--- src/rtl/cwdp_pkg.sv ---
package cwdp_pkg;

    localparam int SEL_W    = 3;
    localparam int OPC_W    = 5;
    localparam int CW_W     = 3 * SEL_W + OPC_W;
    localparam int NUM_REGS = (1 << SEL_W) - 1;

    typedef enum logic [OPC_W-1:0] {
        OPC_PASS = 5'b00000,
        OPC_INC  = 5'b00001,
        OPC_ADD  = 5'b00010,
        OPC_SUB  = 5'b00101,
        OPC_DEC  = 5'b00110,
        OPC_AND  = 5'b01000,
        OPC_OR   = 5'b01010,
        OPC_XOR  = 5'b01100,
        OPC_NOT  = 5'b01110,
        OPC_SHR  = 5'b10000,
        OPC_SHL  = 5'b11000
    } alu_opc_e;

    typedef struct packed {
        logic [SEL_W-1:0] src_a;
        logic [SEL_W-1:0] src_b;
        logic [SEL_W-1:0] dst;
        logic [OPC_W-1:0] opc;
    } ctrl_fields_t;

endpackage

--- src/rtl/cwdp_regfile.sv ---
module cwdp_regfile
    import cwdp_pkg::*;
#(
    parameter int WIDTH = 8
) (
    input  logic                           clk,
    input  logic                           rst_n,
    input  logic [SEL_W-1:0]               wr_sel,
    input  logic [WIDTH-1:0]               wr_data,
    output logic [NUM_REGS-1:0][WIDTH-1:0] regs_q
);

    // one storage slot per nonzero destination code
    for (genvar gi = 0; gi < NUM_REGS; gi++) begin : g_slot
        logic hit;
        assign hit = (wr_sel == SEL_W'(gi + 1));

        always_ff @(posedge clk or negedge rst_n) begin
            if (!rst_n) begin
                regs_q[gi] <= '0;
            end else if (hit) begin
                regs_q[gi] <= wr_data;
            end
        end

        // a selected slot captures the result presented before the edge
        a_r3_write_lands: assert property (@(posedge clk) disable iff (!rst_n)
            (wr_sel == SEL_W'(gi + 1)) |=> (regs_q[gi] == $past(wr_data)));

        // an unselected slot (including destination code 0) holds its value
        a_r3_other_hold: assert property (@(posedge clk) disable iff (!rst_n)
            (wr_sel != SEL_W'(gi + 1)) |=> $stable(regs_q[gi]));
    end

endmodule

--- src/rtl/cwdp_bus_mux.sv ---
module cwdp_bus_mux
    import cwdp_pkg::*;
#(
    parameter int WIDTH = 8
) (
    input  logic [NUM_REGS-1:0][WIDTH-1:0] regs,
    input  logic [WIDTH-1:0]               ext_in,
    input  logic [SEL_W-1:0]               sel,
    output logic [WIDTH-1:0]               bus
);

    always_comb begin
        bus = ext_in;
        for (int i = 0; i < NUM_REGS; i++) begin
            if (sel == SEL_W'(i + 1)) begin
                bus = regs[i];
            end
        end
    end

endmodule

--- src/rtl/cwdp_alu.sv ---
module cwdp_alu
    import cwdp_pkg::*;
#(
    parameter int WIDTH = 8
) (
    input  logic             clk,
    input  logic             rst_n,
    input  logic [OPC_W-1:0] opc,
    input  logic [WIDTH-1:0] a_in,
    input  logic [WIDTH-1:0] b_in,
    output logic [WIDTH-1:0] result,
    output logic             bad_opc
);

    localparam logic [WIDTH-1:0] ONE = WIDTH'(1);

    always_comb begin
        result  = '0;
        bad_opc = 1'b0;
        case (opc)
            OPC_PASS: result = a_in;
            OPC_INC:  result = a_in + ONE;
            OPC_ADD:  result = a_in + b_in;
            OPC_SUB:  result = a_in - b_in;
            OPC_DEC:  result = a_in - ONE;
            OPC_AND:  result = a_in & b_in;
            OPC_OR:   result = a_in | b_in;
            OPC_XOR:  result = a_in ^ b_in;
            OPC_NOT:  result = ~a_in;
            OPC_SHR:  result = {1'b0, a_in[WIDTH-1:1]};
            OPC_SHL:  result = {a_in[WIDTH-2:0], 1'b0};
            default:  bad_opc = 1'b1;
        endcase
    end

    // an undefined opcode never leaks a nonzero value
    a_r6_bad_is_zero: assert property (@(posedge clk) disable iff (!rst_n)
        bad_opc |-> (result == '0));

    // subtraction undone by adding B back gives A (R10: modulo 2^WIDTH)
    a_r4_sub_inverse: assert property (@(posedge clk) disable iff (!rst_n)
        (opc == OPC_SUB) |-> (WIDTH'(result + b_in) == a_in));

    // logical right shift brings a zero into the top bit
    a_r5_shr_msb_zero: assert property (@(posedge clk) disable iff (!rst_n)
        (opc == OPC_SHR) |-> (result[WIDTH-1] == 1'b0));

    // logical left shift brings a zero into the bottom bit
    a_r5_shl_lsb_zero: assert property (@(posedge clk) disable iff (!rst_n)
        (opc == OPC_SHL) |-> (result[0] == 1'b0));

endmodule

--- src/rtl/cw_datapath.sv ---
module cw_datapath
    import cwdp_pkg::*;
#(
    parameter int WIDTH = 8
) (
    input  logic             clk,
    input  logic             rst_n,
    input  logic [13:0]      ctrl_word,
    input  logic [WIDTH-1:0] data_in,
    output logic [WIDTH-1:0] data_out,
    output logic             illegal_op
);

    ctrl_fields_t                   cw;
    logic [NUM_REGS-1:0][WIDTH-1:0] regs;
    logic [WIDTH-1:0]               bus_a;
    logic [WIDTH-1:0]               bus_b;
    logic [WIDTH-1:0]               alu_res;

    // field layout fixed by the packed struct
    assign cw = ctrl_fields_t'(ctrl_word);

    cwdp_regfile #(.WIDTH(WIDTH)) u_regs (
        .clk     (clk),
        .rst_n   (rst_n),
        .wr_sel  (cw.dst),
        .wr_data (alu_res),
        .regs_q  (regs)
    );

    cwdp_bus_mux #(.WIDTH(WIDTH)) u_mux_a (
        .regs   (regs),
        .ext_in (data_in),
        .sel    (cw.src_a),
        .bus    (bus_a)
    );

    cwdp_bus_mux #(.WIDTH(WIDTH)) u_mux_b (
        .regs   (regs),
        .ext_in (data_in),
        .sel    (cw.src_b),
        .bus    (bus_b)
    );

    cwdp_alu #(.WIDTH(WIDTH)) u_alu (
        .clk     (clk),
        .rst_n   (rst_n),
        .opc     (cw.opc),
        .a_in    (bus_a),
        .b_in    (bus_b),
        .result  (alu_res),
        .bad_opc (illegal_op)
    );

    // result bus is never registered
    assign data_out = alu_res;

    // a pass of the input with no write reflects data_in on the output
    a_r2_input_pass: assert property (@(posedge clk) disable iff (!rst_n)
        (cw.src_a == '0 && cw.opc == OPC_PASS) |-> (data_out == data_in));

endmodule

--- config.mk ---
export PLATFORM = sky130hd
export DESIGN_NAME = cw_datapath
export DESIGN_NICKNAME = d
export VERILOG_FILES = /design/src/rtl/cwdp_pkg.sv /design/src/rtl/cwdp_regfile.sv /design/src/rtl/cwdp_bus_mux.sv /design/src/rtl/cwdp_alu.sv /design/src/rtl/cw_datapath.sv
export SDC_FILE = /design/constraint.sdc
export NUM_CORES = 1
export LEC_CHECK = 0
export ABC_CLOCK_PERIOD_IN_PS = 4800
export BUFFER_PORTS_ARGS = -buffer_cell sky130_fd_sc_hd__buf_2
export CAP_MARGIN = 0
export CORE_ASPECT_RATIO = 0.8
export CORE_UTILIZATION = 62
export DETAILED_ROUTE_END_ITERATION = 10
export PLACE_DENSITY_LB_ADDON = 0.2
export SETUP_SLACK_MARGIN = 0.02
export SLEW_MARGIN = 10
export SYNTH_ARGS = -nofsm -noshare
export SYNTH_HDL_FRONTEND = slang
export SYNTH_SLANG_ARGS = --single-unit
--- constraint.sdc ---
create_clock -name clk -period 4.8 [get_ports clk]
set_input_delay 0.24 -clock clk [delete_from_list [all_inputs] [get_ports clk]]
set_output_delay 0.24 -clock clk [all_outputs]
set_load 0.01 [all_outputs]
After elaboration in Yosys (flattened, before gate mapping)

Index checks and enable logic that the tools add are counted.
W data, S select, Z words.

$add $sub $neg: 4
$mul: 0
Div/mod/pow operators: 0
Magnitude comparators: 0
Equality and inequality tests: 31
Shifts and indexed selects: 0
Mux-type cells: 16
Bitwise operators: 4
Reduce and logical (&&, ||, !) cells: 2

Operator list:

| cell                  | count |
|---|---|
| $mux W8               | 14 |
| $pmux W8 S11          | 1 |
| $eq A3 B3 Y1 const B  | 12 |
| $eq A5 B4 Y1 const B  | 4 |
| $eq A3 B2 Y1 const B  | 6 |
| $reduce_or A11 Y1     | 1 |
| $eq A5 B3 Y1 const B  | 2 |
| $eq A5 B5 Y1 const B  | 2 |
| $eq A3 B1 Y1 const B  | 3 |
| $add A8 B1 Y8 const B | 1 |
| $add A8 B8 Y8         | 1 |
| $and A8 B8 Y8         | 1 |
| $not A8 Y8            | 1 |
| $or A8 B8 Y8          | 1 |
| $sub A8 B1 Y8 const B | 1 |
| $sub A8 B8 Y8         | 1 |
| $xor A8 B8 Y8         | 1 |
| $eq A5 B1 Y1 const B  | 1 |
| $eq A5 B2 Y1 const B  | 1 |
| $logic_not A5 Y1      | 1 |
| $mux W1               | 1 |

Register bits: 56
Latch bits: 0
RAM bits: 0
Bits in read-only memories: 0
Input bits: 24
Output and inout bits: 9
Logic and storage cells: 64
Memories kept: 0

Depth between registers and ports, before layout

Gate-level depths: netlist of run 1.

Depth after elaboration: 10
Gate-level depth with buffers: 21
Gate-level depth less buffers: 18

Hierarchy

From an unflattened synthesis of run 1, not the netlist that was laid out.

Cells, all modules: 471
Area, all modules: 4787.1 µm²

By module, submodules not included:

| module       | times used | cells each | area an instance (µm²) | sequential area each (µm²) |
|---|---|---|---|---|
| cwdp_regfile | 1          | 122        | 2165.8                 | 1401.3 |
| cwdp_alu     | 1          | 205        | 1365.1                 | 0.0 |
| cwdp_bus_mux | 2          | 72         | 628.1                  | 0.0 |

Least setup slack after synthesis of run 1

OpenSTA, ideal clock, no wires.

Kind: input -> output
From: input port ctrl_word[11]
To: output port data_out[6]
Arrival time: 3.730 ns
Data required time: 4.560 ns
Path slack: 0.830 ns
Stages on the path: 15
Path buffers: 2
Cells stage by stage: buf_2 > buf_2 > mux4_2 > mux2i_1 > ha_1 > inv_1 > fa_1 > a21oi_1 > nor2_1 > nor2_1 > o21bai_1 > a21oi_1 > xnor2_1 > a2111oi_2 > inv_1

Word-level cells in the longest chain between the ends: 10
Elaborated cells on any way between the ends: 23
Those cells by class: add/sub: 4; eq/ne: 7; mux: 8; bitwise: 4

Ends and longest elaborated chain:

| item                                        | line               | text |
|---|---|---|
| from (decl)                                 | cw_datapath.sv:8   | `input logic [13:0] ctrl_word,` |
| $eq A3 B1 Y1                                | cwdp_bus_mux.sv:15 | `if (sel == SEL_W'(i + 1)) begin` |
| $mux W8 (6 in a row)                        | cwdp_bus_mux.sv:15 |  |
| $mux W8 *                                   | cwdp_bus_mux.sv:15 |  |
| $sub A8 B1 Y8, or another cell as far along | cwdp_alu.sv:25     | `OPC_DEC: result = a_in - ONE;` |
| $pmux W8 S11 *                              | cwdp_alu.sv:20     | `case (opc)` |
| to (decl)                                   | cw_datapath.sv:10  | `output logic [WIDTH-1:0] data_out,` |

Every way passes the cells marked *; elsewhere a longest branch is shown, timed or not.

Final worst setup path of run 1

From: register u_regs.regs_q[4] in the netlist's numbering
To: output port data_out[7]

Word-level cells in the longest chain between the ends: 9
Elaborated cells on any way between the ends: 19
Those cells by class: add/sub: 4; mux: 15

Ends and longest elaborated chain:

| item                                        | line               | text |
|---|---|---|
| from (decl)                                 | cwdp_regfile.sv:10 | `output logic [NUM_REGS-1:0][WIDTH-1:0] regs_q` |
| from (signal, indexed assignment)           | cwdp_regfile.sv:22 | `regs_q[gi] <= wr_data;` |
| $mux W8 (7 in a row)                        | cwdp_bus_mux.sv:15 |  |
| $sub A8 B1 Y8, or another cell as far along | cwdp_alu.sv:25     |  |
| $pmux W8 S11 *                              | cwdp_alu.sv:20     |  |

Marked as above.

==> results of run 1 <==
-- synthesized netlist by cell type (3+ instances only) --
cell type	n
dfrtp_1	56
nor2_1	54
o21ai_0	46
a21oi_1	44
nand2_1	44
inv_1	29
ha_1	23
mux4_2	21
clkbuf_1	20
mux2i_1	18
nand3_1	12
mux2_2	9
nor2b_1	8
nor3_1	8
xnor2_1	8
o221ai_1	7
buf_6	5
nor3b_1	5
a211oi_1	4
nand3b_1	4
or2_0	4
a221oi_1	3
and2_1	3
buf_2	3
buf_4	3
nand2b_1	3
o211ai_1	3
o21bai_1	3
o22ai_1	3
-- critical path: stages, from the launching register on --
cell and delay, ns:
dfrtp_1 0.41, or2_0 0.22, mux4_2 0.49, a32oi_4 0.30, inv_1 0.12, nor3_1 0.25, xnor2_1 0.09, a221oi_1 0.27
ha_1 0.32, or3_1 0.37, o21ai_0 0.09, a21oi_1 0.08, xnor2_1 0.15, xnor2_1 0.14, a211oi_2 0.33, inv_2 0.11
buf_2 0.16
-- placed cells by master, fill, tap and decap left out, types with 3 or more instances in the layout --
master	instances
buf_4	14
xnor2_1	8
a21oi_1	44
nor3_1	8
buf_2	31
ha_1	23
nand2b_1	3
and2_1	3
nor2_1	54
mux2_2	9
mux2i_1	18
dfrtp_1	56
nand3b_1	4
mux4_2	21
nor2b_1	8
o21bai_1	3
nand2_1	44
a211oi_1	4
clkbuf_8	5
nor3b_2	3
o21ai_0	45
o221ai_1	7
o211ai_1	3
inv_1	29
or2_0	3
a221oi_1	3
nand3_1	12
o22ai_1	3
-- stage by stage --
stage | std cells | total power [mW] | util [%] | hold slack [ns]
final | 606 | 1.51 | 69.7 | 0.0546
after global routing | 606 | 1.59 | 69.7 | 0.110
after CTS | 605 | 1.49 | 69.4 | 0.0823
after detailed placement | 599 | 1.20 | 67.9 | 0.415
after global placement | 599 | 1.17 | 67.9 | 0.402
after floorplan | 498 | 1.03 | - | -0.0556
-- layer usage --
metal	GRT usage, %	vias to the layer above
met2	54.0	222
met1	44.8	1967
met4	11.8	0
li1	-	1848
met3	6.14	21
met5	0	-
-- repair_timing --
action,in CTS,in global routing
buffers inserted,0,1
endpoints found under the setup margin,0,3
gates resized for setup,0,6
-- power by group through the flow --
stage | sequential (mW) | combinational (mW) | clock [mW]
5_1_grt | 0.641 | 0.633 | 0.320
3_5_place_dp | 0.638 | 0.558 | 0
6_report | 0.633 | 0.576 | 0.298
4_1_cts | 0.628 | 0.563 | 0.300
3_3_place_gp | 0.631 | 0.535 | 0
2_1_floorplan | 0.610 | 0.417 | 0
-- worst paths after layout --
| path | start | endpoint | depth (start not counted) |
|---|---|---|---|
| setup / recovery | u_regs.regs_q[4] | data_out[7] | 16 |
| hold / removal | rst_n | u_regs.regs_q[28] | 2 |
| setup reg to reg | u_regs.regs_q[4] | u_regs.regs_q[23] | 16 |
| hold reg to reg | u_regs.regs_q[45] | u_regs.regs_q[45] | 2 |
| max in group asynchronous | rst_n | u_regs.regs_q[35] | 2 |
| min in group clk | ctrl_word[7] | u_regs.regs_q[12] | 4 |
-- cells by family after synthesis --
group,after synthesis
and+or+nand+nor,156
AOI/OAI and AO/OA,138
buffers and inverters,63
DFF,56
muxes,51
adders and majority gates,24
xor gates and xnor gates,10
-- area by class of cell --
class,count,area (um2)
Inverter,31,116
Clock buffer,5,68.8
Sequential cell,56,1400
Clock inverter,1,30.0
Multi-Input combinational cell,379,2870
Tap cell,87,109
Timing Repair Buffer,47,279
Fill cell,542,2120
==> out/metrics.yaml, run 1 <==
clock_tree:
  hold_buffers: 0
  clock_path_buffers: 2
  cts_tree: "yes"
  cts_buffers: 5
  path_clk_slew_ns: 0.09
  cts.sinks: 56
  htreeDepth: 2
  clock_latency_ns: 0.31
  cts_root_buffer: "clkbuf_8"
power_and_ir_drop:
  irDropWorstVdd_mv: 0.193
  clock_power_share_pct: 19.8
  p_seq_share_pct: 42.0
  internal_power_mw: 0.962
  sw_frac_of_total_pct: 36.1
  p_leak_nw: 2.20
  p_switching_mw: 0.545
  pwr-share-comb_pct: 38.2
  power_density_mw_per_mm2: 309
timing:
  worstMarginPinSlew_ns: 1.18
  min_period_over_period_pct: 92.5
  fmax_ghz: 0.225
  slew_violations: 0
  finalSetupViolCount: 0
  hold_viol: 0
  setup_ws_ns: 0.362
  fin_tns_setup_ns: 0
  max_slew_margin_pct: 21.2
  post-route-min-period_ns: 4.44
  rsz0062_at_grt: "no"
  finClkSkew_ns: 0.00468
logic_synthesis:
  async_flop_share_pct: 100
  synth_edf_count: 0
  synth-adder-area-share_pct: 6.79
  avgSynthCellArea_um2: 9.11
  synth_top_area_share_pct: 30.9
  synth_top_family_by_area: "compound AO/OA/AOI/OAI gates"
  syn_area_mm2: 0.00453
  synth-xor-area-share_pct: 1.93
  syn-num-nets: 546
  synth_seq_cells: 56
  synth-compound-area-share_pct: 20.1
  synth.distinct_cells: 64
  synth.area.top_cells: "dfrtp_1 31%, mux4_2 10%, ha_1 6.3%"
  yosys.area.top_type: "dfrtp_1"
  ys.warnings.count: 0
  synthCells: 498
  ys_dominant_reg_cell: "dfrtp_1"
  ys_seq_area_share_pct: 30.9
  synth.area.mux_share_pct: 18.0
  synthSimpleGateAreaFrac_pct: 16.0
worst_setup_path:
  setup.worst_path.end_class: "output pin"
  worst_ep_arrival_time_ns: 4.20
  cp-start-kind: "flip-flop"
  critPathKind: "flip-flop to output pin"
  ff2ff_setup_slack_ns: 0.67
  worstPathRequired_ns: 4.56
  cp_max_fo: 7
grt:
  grt_max_degree: 57
  grt_overflow_total: 0
  antenna_found_initial: 0
  grt_pass1_vias: 3962
  grt_pass1_wl_um: 19800
  grt_usage_pct: 33.2
placed_design:
  postPlaceCellArea_mm2: 0.00475
  place_congestion: 0.943
  dp_worst_setup_slack_ns: 0.275
  port-buffer-count: 32
  dp_hpwl_um: 8790
floorplanning:
  die_area_mm2: 0.00766
  fp-row-count: 27
  pin_count: 33
  core_mm2: 0.00699
  die-width_um: 97.6
  die_h_um: 78.5
  floorplan.initialDensity_pct: 64.8
detailed_routing:
  route.met2.wl_um: 5680
  post_drt_wl_per_cell_um: 20.0
  drc_errors: 7
  drtIter0Drc: 304
  vias: 4058
  top_layer: "met4"
  viasPerCell: 6.70
  wl_met3_um: 1180
  ant_nets: 0
  drt_wl_total_um: 12100
  dr.pass1.iters: 8
  drt-met1-wl_um: 4990
final_layout:
  area_growth_pct: 7.45
  top_regs: "u_regs.regs_q (56)"
  regMostFlops: "u_regs.regs_q"
  stdcell_area_mm2: 0.00487
  drive_gt1_share_pct: 19.1
  diodes: 0
  nets: 568
  largest_reg_flops: 56
outcome:
  violations: "DRC"
  status: "finished, violations left"
run:
  max_cap_viol_count: 0
worst_hold_path:
  min_path_type: "primary input to async pin"
No activity file was read; power rests on OpenSTA's default activity.
==> inputs of run 2 (changes only) <==
- PLACE_DENSITY: unset -> 0.82
- PLACE_DENSITY_LB_ADDON: 0.2 -> unset
==> out/metrics.yaml, run 2 (same netlist as run 1, synthesis figures left out) <==
timing:
  worstMarginPinSlew_ns: 1.20  # was 1.18 ns
  finalSetupViolCount: 0  # unchanged
  finClkSkew_ns: 0.00706  # was 0.00468 ns
  max_slew_margin_pct: 19.9  # was 21.2%
  rsz0062_at_grt: "no"  # unchanged
  fmax_ghz: 0.222  # was 0.225 GHz
  slew_violations: 0  # unchanged
  fin_tns_setup_ns: 0  # unchanged
  hold_viol: 0  # unchanged
  post-route-min-period_ns: 4.51  # was 4.44 ns
  finalHoldWorstSlack_ns: 0.0380  # was 0.0546 ns
  min_period_over_period_pct: 93.9  # was 92.5%
clock_tree:
  cts.sinks: 56  # unchanged
  htreeDepth: 2  # unchanged
  cts_root_buffer: "clkbuf_8"  # unchanged
  clock_path_buffers: 2  # unchanged
  clock_latency_ns: 0.31  # about the same
  cts_tree: "yes"  # unchanged
  path_clk_slew_ns: 0.10  # was 0.09 ns
  cts_buffers: 5  # unchanged
worst_setup_path:
  r2r-end: "u_regs.regs_q[47]"  # was u_regs.regs_q[23]
  worst_ep_arrival_time_ns: 4.27  # was 4.20 ns
  worstPathRequired_ns: 4.56  # about the same
  cp_max_fo: 5  # was 7
  setup.worst_path.end_class: "output pin"  # unchanged
  critPathKind: "flip-flop to output pin"  # unchanged
  reg2reg_from: "u_regs.regs_q[41]"  # was u_regs.regs_q[4]
  cp-start-kind: "flip-flop"  # unchanged
  ff2ff_setup_slack_ns: 0.60  # was 0.67 ns
  r2r_cells: 18  # was 16
placed_design:
  port-buffer-count: 32  # unchanged
  place_congestion: 0.957  # was 0.943
  dp_hpwl_um: 8760  # was 8790 um
  postPlaceCellArea_mm2: 0.00477  # was 0.00475 mm2
  dp.cells: 601  # was 599
grt:
  grt_pass1_wl_um: 19800  # about the same
  grt_pass1_vias: 3975  # was 3962
  grt_overflow_total: 0  # unchanged
  grt_usage_pct: 33.0  # was 33.2%
  grt_max_degree: 57  # unchanged
  antenna_found_initial: 0  # unchanged
detailed_routing:
  drtIter0Drc: 454  # was 304
  vias: 4094  # was 4058
  viasPerCell: 6.71  # was 6.70
  ant_nets: 0  # unchanged
  post_drt_wl_per_cell_um: 19.7  # was 20.0 um
  dr.pass1.iters: 7  # was 8
  drc_errors: 6  # was 7
  drt_wl_total_um: 12000  # was 12100 um
final_layout:
  instances_no_fill: 610  # was 606
  largest_reg_flops: 56  # unchanged
  top_regs: "u_regs.regs_q (56)"  # unchanged
  drive_gt1_share_pct: 19.3  # was 19.1%
  final_common_cell: "dfrtp_1"  # unchanged
  regMostFlops: "u_regs.regs_q"  # unchanged
  nets: 570  # was 568
  stdcell_area_mm2: 0.00487  # about the same
  final_cell_mix: "56 x dfrtp_1, 54 x nor2_1, 46 x o21ai_0, 44 x nand2_1, 44 x a21oi_1"  # was 56 x dfrtp_1, 54 x nor2_1, 45 x o21ai_0, 44 x nand2_1, 44 x a21oi_1
  diodes: 0  # unchanged
  area_growth_pct: 7.48  # was 7.45%
  fill_cells: 550  # was 542
floorplanning:
  core_mm2: 0.00699  # unchanged
  pin_count: 33  # unchanged
  floorplan.initialDensity_pct: 64.8  # unchanged
  fp-row-count: 27  # unchanged
  die_area_mm2: 0.00766  # unchanged
  die-width_um: 97.6  # unchanged
  die_h_um: 78.5  # unchanged
outcome:
  status: "finished, violations left"  # unchanged
  violations: "DRC"  # unchanged
power_and_ir_drop:
  p_leak_nw: 2.20  # about the same
  p_seq_share_pct: 42.8  # was 42.0%
  power_density_mw_per_mm2: 304  # was 309 mW/mm2
  internal_power_mw: 0.931  # was 0.962 mW
  pwr-share-comb_pct: 39.0  # was 38.2%
  irDropWorstVdd_mv: 0.244  # was 0.193 mV
  clock_power_share_pct: 18.3  # was 19.8%
  sw_frac_of_total_pct: 37.2  # was 36.1%
  p_switching_mw: 0.552  # was 0.545 mW
worst_hold_path:
  min_path_type: "primary input to async pin"  # unchanged
run:
  max_cap_viol_count: 0  # unchanged
## run 2: critical path, cell delays in order (launching register included)
cell      delay, ns
dfrtp_1        0.43
mux4_1         0.54
a21oi_1        0.22
or2_1          0.22
ha_1           0.26
a21oi_1        0.14
o21a_1         0.20
ha_1           0.24
nor2b_1        0.13
o21ai_0        0.23
a21oi_1        0.15
o21ai_0        0.21
a21oi_1        0.11
xnor2_1        0.15
xnor2_1        0.14
a211oi_2       0.22
buf_4          0.19
inv_2          0.06
buf_2          0.14
## run 2: what timing repair did
item	in CTS	in global routing
hold buffers	0	0
resized for setup	0	2
endpoints found under the setup margin	0	3
buffers inserted	0	1
## run 2: how the worst max path moves through the flow
stage / startpoint / end / slack, ns / cells after the start
finish: u_regs.regs_q[41] / data_out[7] / 0.29 / 18
global placement: ctrl_word[8] / data_out[7] / 0.41 / 18
global route: u_regs.regs_q[41] / data_out[7] / 0.02 / 19
detailed placement: ctrl_word[8] / u_regs.regs_q[47] / 0.20 / 19
CTS: u_regs.regs_q[41] / data_out[7] / 0.12 / 18
floorplan: ctrl_word[11] / data_out[6] / 0.83 / 15
## run 2: power by group through the flow
stage	combinational, mW	clock [mW]	sequential [mW]
after detailed placement	0.560	0	0.639
after CTS	0.566	0.277	0.629
after global placement	0.537	0	0.632
after global routing	0.634	0.294	0.641
after floorplan	0.417	0	0.610
final	0.578	0.271	0.634
## run 2: area by class of cell
type                            instances  area (um2)  share of cell area, %
Tap cell                               87         109                   2.23
Multi-Input combinational cell        379        2870                   58.8
Inverter                               31         116                   2.39
Clock buffer                            7        86.3                   1.77
Timing Repair Buffer                   49         288                   5.91
Sequential cell                        56        1400                   28.8
Clock inverter                          1        7.51                  0.154
## run 2: stage by stage
stage / power, mW / worst slack (ns) / util, %
global route: 1.57 / 0.0193 / 69.7
finish: 1.48 / 0.291 / 69.7
floorplan: 1.03 / 0.830 / -
detailed placement: 1.20 / 0.197 / 68.2
global placement: 1.17 / 0.413 / 68.2
CTS: 1.47 / 0.121 / 69.5
## run 2: layer usage
| layer | vias up | part of all wire (%) | wire length [um] | global-route usage [%] |
|---|---|---|---|---|
| met2 | 238 | 45 | 5390 | 51.4 |
| met3 | 38 | 10 | 1230 | 5.43 |
| li1 | 1847 | - | - | - |
| met1 | 1971 | 42 | 4990 | 45.4 |
| met5 | - | 0 | 0 | 0 |
| met4 | 0 | 3.4 | 415 | 15.2 |
